[src/rtl/sp_pkg.sv]
package sp_pkg;

  localparam int SP_MODE_W = 2;
  localparam int SP_SEQ_W  = 8 - SP_MODE_W;

  typedef enum logic [SP_MODE_W-1:0] {
    SP_OFF      = 2'd0,
    SP_ONCE     = 2'd1,
    SP_ONCHANGE = 2'd2,
    SP_REPEAT   = 2'd3
  } sp_mode_e;

  // bytes following the address byte: one for {seq, low two bits}, then
  // the remaining payload bits eight at a time
  function automatic int sp_tail_bytes(input int payload_w);
    return 1 + (payload_w - 2 + 7) / 8;
  endfunction

endpackage

[src/rtl/sp_ctrl.sv]
module sp_ctrl
  import sp_pkg::*;
(
  input  logic                clk,
  input  logic                rst,
  input  logic                wr_en,
  input  logic [7:0]          wr_byte,
  input  logic                start_acc,
  output sp_mode_e            mode_q,
  output logic [SP_SEQ_W-1:0] seq_q,
  output logic                armed_q
);

  sp_mode_e wr_mode;
  assign wr_mode = sp_mode_e'(wr_byte[7:SP_SEQ_W]);

  always_ff @(posedge clk) begin
    if (rst) begin
      mode_q  <= SP_OFF;
      seq_q   <= '0;
      armed_q <= 1'b0;
    end else if (wr_en) begin
      mode_q  <= wr_mode;
      seq_q   <= wr_byte[SP_SEQ_W-1:0];
      armed_q <= (wr_mode == SP_ONCE) || (wr_mode == SP_REPEAT);
    end else if (start_acc) begin
      armed_q <= (mode_q == SP_REPEAT);
    end
  end

  // a single-packet arm is consumed by the accepted start
  a_r7_once_disarms: assert property (@(posedge clk) disable iff (rst)
    (start_acc && !wr_en && mode_q == SP_ONCE) |=> !armed_q);

endmodule

[src/rtl/sp_handshake.sv]
module sp_handshake
  import sp_pkg::*;
#(
  parameter int PAYLOAD_W = 26
) (
  input  logic                 clk,
  input  logic                 rst,
  input  logic                 wr_en,
  input  sp_mode_e             wr_mode,
  input  sp_mode_e             mode_q,
  input  logic                 armed_q,
  input  logic                 ser_free,
  input  logic [PAYLOAD_W-1:0] status_in,
  input  logic                 pkt_start,
  output logic                 start_acc,
  output logic                 req_d,
  output logic                 req_q
);

  logic [PAYLOAD_W-1:0] last_sent_q;
  logic                 differs;

  assign start_acc = req_q && pkt_start;
  assign differs   = (status_in != last_sent_q);

  always_comb begin
    if (start_acc)
      req_d = 1'b0;
    else if (wr_en && wr_mode == SP_OFF)
      req_d = 1'b0;
    else if (req_q)
      req_d = 1'b1;
    else if (ser_free && (armed_q || (mode_q == SP_ONCHANGE && differs)))
      req_d = 1'b1;
    else
      req_d = 1'b0;
  end

  always_ff @(posedge clk) begin
    if (rst) begin
      req_q       <= 1'b0;
      last_sent_q <= '0;
    end else begin
      req_q <= req_d;
      if (start_acc)
        last_sent_q <= status_in;
    end
  end

  // the request is withdrawn once the start is seen
  a_r4_req_drops: assert property (@(posedge clk) disable iff (rst)
    (req_q && pkt_start) |=> !req_q);

  // no request can appear out of an idle bus without a reason
  a_r4_start_ignored: assert property (@(posedge clk) disable iff (rst)
    (!req_q && pkt_start && !armed_q && mode_q != SP_ONCHANGE) |=> !req_q);

endmodule

[src/rtl/sp_serializer.sv]
module sp_serializer
  import sp_pkg::*;
#(
  parameter int         PAYLOAD_W = 26,
  parameter logic [7:0] ADDR_BYTE = 8'h21
) (
  input  logic                 clk,
  input  logic                 rst,
  input  logic                 start_acc,
  input  logic                 req_d,
  input  logic [SP_SEQ_W-1:0]  seq_q,
  input  logic [PAYLOAD_W-1:0] status_in,
  output logic                 busy_q,
  output logic                 ser_free,
  output logic [7:0]           pkt_byte
);

  localparam int TAIL_B = sp_tail_bytes(PAYLOAD_W);
  localparam int TAIL_W = TAIL_B * 8;
  localparam int SH_W   = TAIL_W - 8;
  localparam int LEFT_W = $clog2(TAIL_B + 1);
  localparam logic [LEFT_W-1:0] LEFT_INIT = LEFT_W'(TAIL_B - 1);

  logic [TAIL_W-1:0] tail_w;
  logic [SH_W-1:0]   sh_q;
  logic [LEFT_W-1:0] left_q;

  always_comb begin
    tail_w = '0;
    tail_w[1:0]                = status_in[1:0];
    tail_w[7:2]                = seq_q;
    tail_w[8 +: PAYLOAD_W - 2] = status_in[PAYLOAD_W-1:2];
  end

  assign ser_free = !busy_q || (left_q == '0);

  always_ff @(posedge clk) begin
    if (rst) begin
      busy_q   <= 1'b0;
      left_q   <= '0;
      sh_q     <= '0;
      pkt_byte <= '0;
    end else if (start_acc) begin
      busy_q   <= 1'b1;
      left_q   <= LEFT_INIT;
      sh_q     <= tail_w[TAIL_W-1:8];
      pkt_byte <= tail_w[7:0];
    end else if (busy_q && left_q != '0) begin
      left_q   <= left_q - 1'b1;
      sh_q     <= sh_q >> 8;
      pkt_byte <= sh_q[7:0];
    end else begin
      busy_q   <= 1'b0;
      pkt_byte <= req_d ? ADDR_BYTE : 8'h00;
    end
  end

  // the byte count of a packet never exceeds the tail length
  a_r5_left_bound: assert property (@(posedge clk) disable iff (rst)
    busy_q |-> (left_q <= LEFT_INIT));

  // a started packet keeps streaming until its count runs out
  a_r5_stream_on: assert property (@(posedge clk) disable iff (rst)
    (busy_q && left_q != '0) |=> busy_q);

endmodule

[src/rtl/stat_pkt_gen.sv]
module stat_pkt_gen
  import sp_pkg::*;
#(
  parameter int         PAYLOAD_W = 26,
  parameter logic [7:0] ADDR_BYTE = 8'h21
) (
  input  logic                 clk,
  input  logic                 rst,
  input  logic                 ctl_we,
  input  logic [7:0]           ctl_data,
  input  logic [PAYLOAD_W-1:0] status_in,
  output logic                 pkt_req,
  input  logic                 pkt_start,
  output logic [7:0]           pkt_byte
);

  sp_mode_e            mode_q;
  sp_mode_e            wr_mode;
  logic [SP_SEQ_W-1:0] seq_q;
  logic                armed_q;
  logic                start_acc;
  logic                req_d;
  logic                ser_free;
  logic                busy_q;

  assign wr_mode = sp_mode_e'(ctl_data[7:SP_SEQ_W]);

  sp_ctrl u_ctrl (
    .clk       (clk),
    .rst       (rst),
    .wr_en     (ctl_we),
    .wr_byte   (ctl_data),
    .start_acc (start_acc),
    .mode_q    (mode_q),
    .seq_q     (seq_q),
    .armed_q   (armed_q)
  );

  sp_handshake #(
    .PAYLOAD_W (PAYLOAD_W)
  ) u_hs (
    .clk       (clk),
    .rst       (rst),
    .wr_en     (ctl_we),
    .wr_mode   (wr_mode),
    .mode_q    (mode_q),
    .armed_q   (armed_q),
    .ser_free  (ser_free),
    .status_in (status_in),
    .pkt_start (pkt_start),
    .start_acc (start_acc),
    .req_d     (req_d),
    .req_q     (pkt_req)
  );

  sp_serializer #(
    .PAYLOAD_W (PAYLOAD_W),
    .ADDR_BYTE (ADDR_BYTE)
  ) u_ser (
    .clk       (clk),
    .rst       (rst),
    .start_acc (start_acc),
    .req_d     (req_d),
    .seq_q     (seq_q),
    .status_in (status_in),
    .busy_q    (busy_q),
    .ser_free  (ser_free),
    .pkt_byte  (pkt_byte)
  );

  // the address byte is on the bus for as long as the request stands
  a_r3_addr_on_req: assert property (@(posedge clk) disable iff (rst)
    pkt_req |-> (pkt_byte == ADDR_BYTE));

  // the bus is quiet when neither requesting nor streaming
  a_r6_idle_zero: assert property (@(posedge clk) disable iff (rst)
    (!pkt_req && !busy_q) |-> (pkt_byte == 8'h00));

  // requesting and streaming never overlap
  a_r5_req_busy_excl: assert property (@(posedge clk) disable iff (rst)
    !(pkt_req && busy_q));

  // switching off withdraws the request at once
  a_r10_off_drops: assert property (@(posedge clk) disable iff (rst)
    (ctl_we && ctl_data[7:6] == 2'd0) |=> !pkt_req);

endmodule

[config.mk]
export PLATFORM = sky130hd
export DESIGN_NAME = stat_pkt_gen
export DESIGN_NICKNAME = d
export VERILOG_FILES = /design/src/rtl/sp_pkg.sv /design/src/rtl/sp_ctrl.sv /design/src/rtl/sp_handshake.sv /design/src/rtl/sp_serializer.sv /design/src/rtl/stat_pkt_gen.sv
export SDC_FILE = /design/constraint.sdc
export NUM_CORES = 1
export LEC_CHECK = 0
export ABC_AREA = 1
export BUFFER_PORTS_ARGS = -buffer_cell sky130_fd_sc_hd__buf_4
export CORE_MARGIN = 10
export CORE_UTILIZATION = 50
export CTS_BUF_LIST = sky130_fd_sc_hd__clkbuf_8
export DETAILED_ROUTE_END_ITERATION = 16
export PLACE_DENSITY_LB_ADDON = 0.1
export RECOVER_POWER = 50
export SLEW_MARGIN = 0
export SYNTH_ARGS = -nofsm -noshare
export SYNTH_HDL_FRONTEND = slang
export SYNTH_SLANG_ARGS = --single-unit
[constraint.sdc]
create_clock -name clk -period 1.42 [get_ports clk]
set_input_delay 0.071 -clock clk [delete_from_list [all_inputs] [get_ports clk]]
set_output_delay 0.071 -clock clk [all_outputs]
set_load 0.005 [all_outputs]
# Word-level counts from Yosys, hierarchy flattened
# Cells that the tools add are included.
dict set report word_totals {
  elab_cells 47
  output_inout_bits 9
  regBits 72
}
dict set report classes {
  n_mux 15
  n_addsub 1
  n_eq_ne 6
  reduce_logical 15
}
# operator count
set op_table {}
lappend op_table {{24-bit two-way mux} 2}
lappend op_table {{26-bit inequality test} 1}
lappend op_table {{8-bit two-way mux} 2}
lappend op_table {{1-bit two-way mux} 8}
lappend op_table {{2-bit == test (second input constant)} 3}
lappend op_table {{6-bit two-way mux} 1}
lappend op_table {{1-bit logical AND} 5}
lappend op_table {{2-bit two-way mux} 2}
lappend op_table {{2-bit nonzero test} 2}
lappend op_table {{3-bit logical NOT} 1}
lappend op_table {{1-bit logical OR} 3}
lappend op_table {{3-bit nonzero test} 1}
lappend op_table {{3-bit by 1-bit subtractor with 3-bit output (second input constant)} 1}
lappend op_table {{2-bit by 1-bit == test with 1-bit output (second input constant)} 1}
lappend op_table {{2-bit logical NOT} 1}
lappend op_table {{2-bit inequality test (second input constant)} 1}
lappend op_table {{2-bit OR reduction} 1}
lappend op_table {{1-bit logical NOT} 1}

# Logic depth before layout (Yosys ltp)
dict set report logic_depth {
  ltp_word 11
  depth_mapped 13
}

# Modules after synthesis
# Synthesis repeated with hierarchy kept, for this count alone.
dict set report unflattened {
  cells_unflattened 496
  area_unflattened_um2 3379.5
}
# mod seq_area_each_um2 instances area_per_inst_um2 cells_each
set modules_own_cells {}
lappend modules_own_cells {sp_serializer 720.7 1 1637.8 224}
lappend modules_own_cells {sp_handshake 540.5 1 1412.6 228}
lappend modules_own_cells {sp_ctrl 180.2 1 329.1 44}

# Least setup slack after synthesis
# Ideal clock, no wire load.
dict set report synth_path {
  kind {reg2reg}
  start {register u_ser.left_q[0]}
  end {register u_ser.sh_q[13]}
  slack_ps -106
  path_stages_with_launch 10
  path_buffers 1
  arrival_time_ps 1452
  setup_time_ps 74
  synth_period_minus_slack_ps 1526
  required_ps 1346
  path_cell_list {dfxtp_1 > inv_1 > ha_1 > ha_1 > nor2_8 > inv_6 > nor2_8 > buf_4 > nand2_1 > a31oi_1}
}
dict set report synth_between {
  elab_chain_cells 3
}
# element line
set synth_rtl {}
lappend synth_rtl {{start: declaration} sp_serializer.sv:26} ;# logic [LEFT_W-1:0] left_q;
lappend synth_rtl {{start signal: assignment} sp_serializer.sv:49} ;# left_q <= left_q - 1'b1;
lappend synth_rtl {{3-bit nonzero test} sp_serializer.sv:48} ;# end else if (busy_q && left_q != '0) begin
lappend synth_rtl {{1-bit logical AND} sp_serializer.sv:48}
lappend synth_rtl {{2-bit nonzero test (no line)} --}
lappend synth_rtl {{end signal: assignment} sp_serializer.sv:46} ;# sh_q <= tail_w[TAIL_W-1:8];
lappend synth_rtl {{end signal: assignment} sp_serializer.sv:50} ;# sh_q <= sh_q >> 8;
lappend synth_rtl {{end: declaration} sp_serializer.sv:25} ;# logic [SH_W-1:0] sh_q;
# Every way passes these cells.
# A chain may end at the register's enable or synchronous reset.

# Worst setup path in the final report
dict set report layout_path {
  start {register u_ser.left_q[0]}
  end {register u_ser.pkt_byte[5]}
}
dict set report layout_between {
  elab_chain_cells 10
  elab_cells_between_ends 12
  classes_between {mux: 7; reduce/logical: 5}
}
# element line
set layout_rtl {}
lappend layout_rtl {{3-bit logical NOT} sp_serializer.sv:35} ;# assign ser_free = !busy_q || (left_q == '0);
lappend layout_rtl {{1-bit logical OR} sp_serializer.sv:35}
lappend layout_rtl {{1-bit logical AND} sp_handshake.sv:33} ;# else if (ser_free && (armed_q || (mode_q == SP_ONCHANGE && differs)))
lappend layout_rtl {{1-bit two-way mux} sp_handshake.sv:33}
lappend layout_rtl {{1-bit two-way mux} sp_handshake.sv:31} ;# else if (req_q)
lappend layout_rtl {{1-bit two-way mux} sp_handshake.sv:29} ;# else if (wr_en && wr_mode == SP_OFF)
lappend layout_rtl {{1-bit two-way mux} sp_handshake.sv:27} ;# if (start_acc)
lappend layout_rtl {{6-bit two-way mux} sp_serializer.sv:54} ;# pkt_byte <= req_d ? ADDR_BYTE : 8'h00;
lappend layout_rtl {{8-bit two-way mux (*)} sp_serializer.sv:48}
lappend layout_rtl {{8-bit two-way mux (*)} sp_serializer.sv:43} ;# end else if (start_acc) begin
lappend layout_rtl {{end signal: assignment} sp_serializer.sv:47} ;# pkt_byte <= tail_w[7:0];
lappend layout_rtl {{end signal: assignment} sp_serializer.sv:51} ;# pkt_byte <= sh_q[7:0];
lappend layout_rtl {{end signal: assignment} sp_serializer.sv:54}
lappend layout_rtl {{end: declaration} sp_serializer.sv:15} ;# output logic [7:0] pkt_byte
# Mark *: on every way between the ends. The rest lies on a longest branch, timed or not.

==> out/metrics.cfg <==
[route]
wl_per_cell_um = 13.6
drt-initial-drc-count = 169
post-route-drc-count = 0
num_vias = 2833
viasPerCell = 5.02
routed_wl_mm = 7.68
ant_nets = 0
drt-pass1-iter-count = 4

[grt]
antenna_found_initial = 0
grt_pass1_wl_mm = 12.2
grt_max_degree = 41
grt_overflow_total = 0
grt_usage = 0.152
grt_pass1_vias = 2650

[synthesis]
yosys_warnings = 0
async_reset_ff_frac = 0
synth-xor-area-share = 0.0257
synth_top_family_by_area = simple AND/OR/NAND/NOR gates
synth_ff_type = dfxtp_1
ys_ff_latch = 72
synth_mux_area_frac = 0
synth_compound_area_frac = 0.124
synthSimpleGateAreaFrac = 0.281
syn_inst = 414
syn_avg_cell_area_um2 = 7.41
synth_fa_ha_area_frac = 0.00815
synth_cell_types = 32
synth_enable_flop_cells = 0
ys_seq_area_frac = 0.470
synth_nets = 454
syn_area_um2 = 3070

[placed_design]
dp_slack_ns = -0.0415
place_inst = 534
place.port_buffers = 46
place_hpwl_mm = 5.34
gp_congestion = 0.765

[die]
start_util = 0.515
die_x_um = 98.3
core_um2 = 5960
die-area_um2 = 9670
die_h_um = 98.3
num_rows = 28
io-pin-count = 47

[power]
internal_power_mw = 3.56
power_mw = 4.65
swShare = 0.236
powerDensity_nw_per_um2 = 1150
pwr-share-clk = 0.423
p_comb_frac = 0.116
peakVddDrop_mv = 0.803
p_leak_nw = 1.78
power.switching_mw = 1.10
pwr-share-seq = 0.462

[clocking]
cts_buffers = 9
clock_sinks = 72
cts.clk_slew.worst_paths_ns = 0.07
clock-root-buffer = clkbuf_8
tritoncts = built
cts_max_level = 3
clkLatencyLatePin_ns = 0.34
cts.path.max_buffers = 2

[timing]
max_freq_ghz = 0.682
tns_ns = -0.168
fin_crit_sh = 1.03
fin_crit_ns = 1.47
rsz0062_at_grt = true
timing.final.ws_setup_ns = -0.0462
hold_viol_final = 0
drv_slew = 0
relSlewSlack = 0.686
skew_ns = 0.00626
finalSetupViolations = 11
worst_slew_pin_slew_ns = 0.467

[outcome]
status = finished, violations left
violations = negative setup slack

[worst_setup_path]
timing.rr.start = u_ser.left_q[0]
startpoint = u_ser.left_q[0]
worstSetupPathType = reg2reg
crit_fanout = 5
cp-end-kind = register
arrival_ns = 1.76
cp_data_required_time_ns = 1.71
startpoint_type = register
cpPeakStageDelay_ns = 0.34
path_cells = inv_2, ha_4, ha_4, nor2_8, inv_6, nor2_8, buf_4, a22o_1, nand2_1, nand2_1
cp_slowest_cell = dfxtp_2

[layout]
utilization = 0.678
drive_gt1_frac = 0.262
n_antenna_cell = 0
fin_nets = 524
layout_commonest_cell = nand2_1
layout_common_cells = nand2_1 (135), dfxtp_1 (63), buf_4 (47)
areaGrowthSynthToFinish_pct = 31.5
instances_no_fill = 564

[flow_run]
drv_cap = 0

[worst_hold_path]
hold_class = in2reg
hp-start = status_in[24]

[worst max-delay path, delay by kind of cell, from the launching register on]
family | cells | cell delay (ns)
simple gates | 4 | 0.41
compound gates | 1 | 0.12
buf+inv | 3 | 0.23
flops | 1 | 0.34
fa+ha+maj | 2 | 0.32
[power by group through the flow]
| stage | Clock [mW] | Sequential [mW] | Combinational, mW |
|---|---|---|---|
| CTS | 1.98 | 2.15 | 0.521 |
| detailed placement | 0 | 2.19 | 0.497 |
| floorplan | 0 | 2.18 | 0.296 |
| global placement | 0 | 2.19 | 0.490 |
| global route | 2.08 | 2.16 | 0.604 |
| finish | 1.97 | 2.15 | 0.538 |
[Yosys cell counts (2+ instances only)]
master | instances | area share
a21oi_1 | 17 | 0.028
nor2_1 | 30 | 0.037
a31oi_1 | 16 | 0.033
nor2_2 | 2 | 0.0041
nand3_1 | 21 | 0.034
o21ai_0 | 16 | 0.026
inv_1 | 42 | 0.051
ha_1 | 2 | 0.0082
clkinv_1 | 2 | 0.0024
buf_2 | 7 | 0.011
nand2_1 | 139 | 0.17
clkbuf_1 | 2 | 0.0024
buf_4 | 7 | 0.017
o21ai_1 | 3 | 0.0049
dfxtp_1 | 72 | 0.47
nor2_8 | 3 | 0.020
nand2_2 | 2 | 0.0041
inv_2 | 2 | 0.0024
xor2_1 | 9 | 0.026
o22ai_1 | 8 | 0.016
[area by class of cell]
type,instances,area [um^2]
Fill cell,528,1920
Multi-Input combinational cell,281,1460
Sequential cell,72,1450
Timing Repair Buffer,72,594
Inverter,48,190
Clock buffer,10,138
Clock inverter,6,108
Tap cell,75,93.8
[stage by stage]
stage / hold WS, ns / cell area (um^2)
floorplan: 0.206 / 3090
global placement: 0.293 / 3570
detailed placement: 0.310 / 3570
CTS: 0.00638 / 3910
global route: 0.00568 / 4040
finish: 0.0126 / 4040
[repair_timing]
item	4_1_cts	5_1_grt
endpoints found under the hold margin	6	0
endpoints found under the setup margin	24	26
setup buffers	1	3
hold buffers	6	0
pin swaps	2	9
gates cloned	0	4
resized for setup	10	29
[flip-flops by register name (all words and copies together), names as in the netlist]
signal / cells
u_ser.sh_q: 24
u_ctrl.armed_q: 1
u_ser.left_q: 3
u_hs.last_sent_q: 26
u_ctrl.seq_q: 6
u_ser.busy_q: 1
u_hs.req_q: 1
u_ser.pkt_byte: 8
u_ctrl.mode_q: 2
[layer usage]
metal / share of wire / wire length, um / global-route usage / up-vias
li1: - / - / - / 1462
met1: 0.44 / 3410 / 0.177 / 1289
met2: 0.49 / 3790 / 0.259 / 76
met3: 0.056 / 428 / 0.0550 / 6
met4: 0.0077 / 59 / 0.0331 / 0
met5: 0 / 0 / 0 / -
[worst paths after layout]
kind | endpoint | cells past startpoint | slack [ns]
setup / recovery | u_ser.pkt_byte[5] | 10 | -0.05
hold / removal | u_ser.sh_q[22] | 3 | 0.01
setup reg to reg | u_ser.pkt_byte[5] | 10 | -0.05
hold reg to reg | u_ser.pkt_byte[6] | 2 | 0.46
[cells by family (layout without fill, tap and decap cells)]
| family | count (synthesis) | count (layout) |
|---|---|---|
| flip-flops | 72 | 72 |
| AO/OA/AOI/OAI | 66 | 66 |
| XOR/XNOR | 9 | 9 |
| buffers and inverters | 64 | 136 |
| AND/OR/NAND/NOR | 201 | 204 |
| adder cells (fa/ha/maj) | 2 | 2 |
No activity file was read; power rests on OpenSTA's default activity.
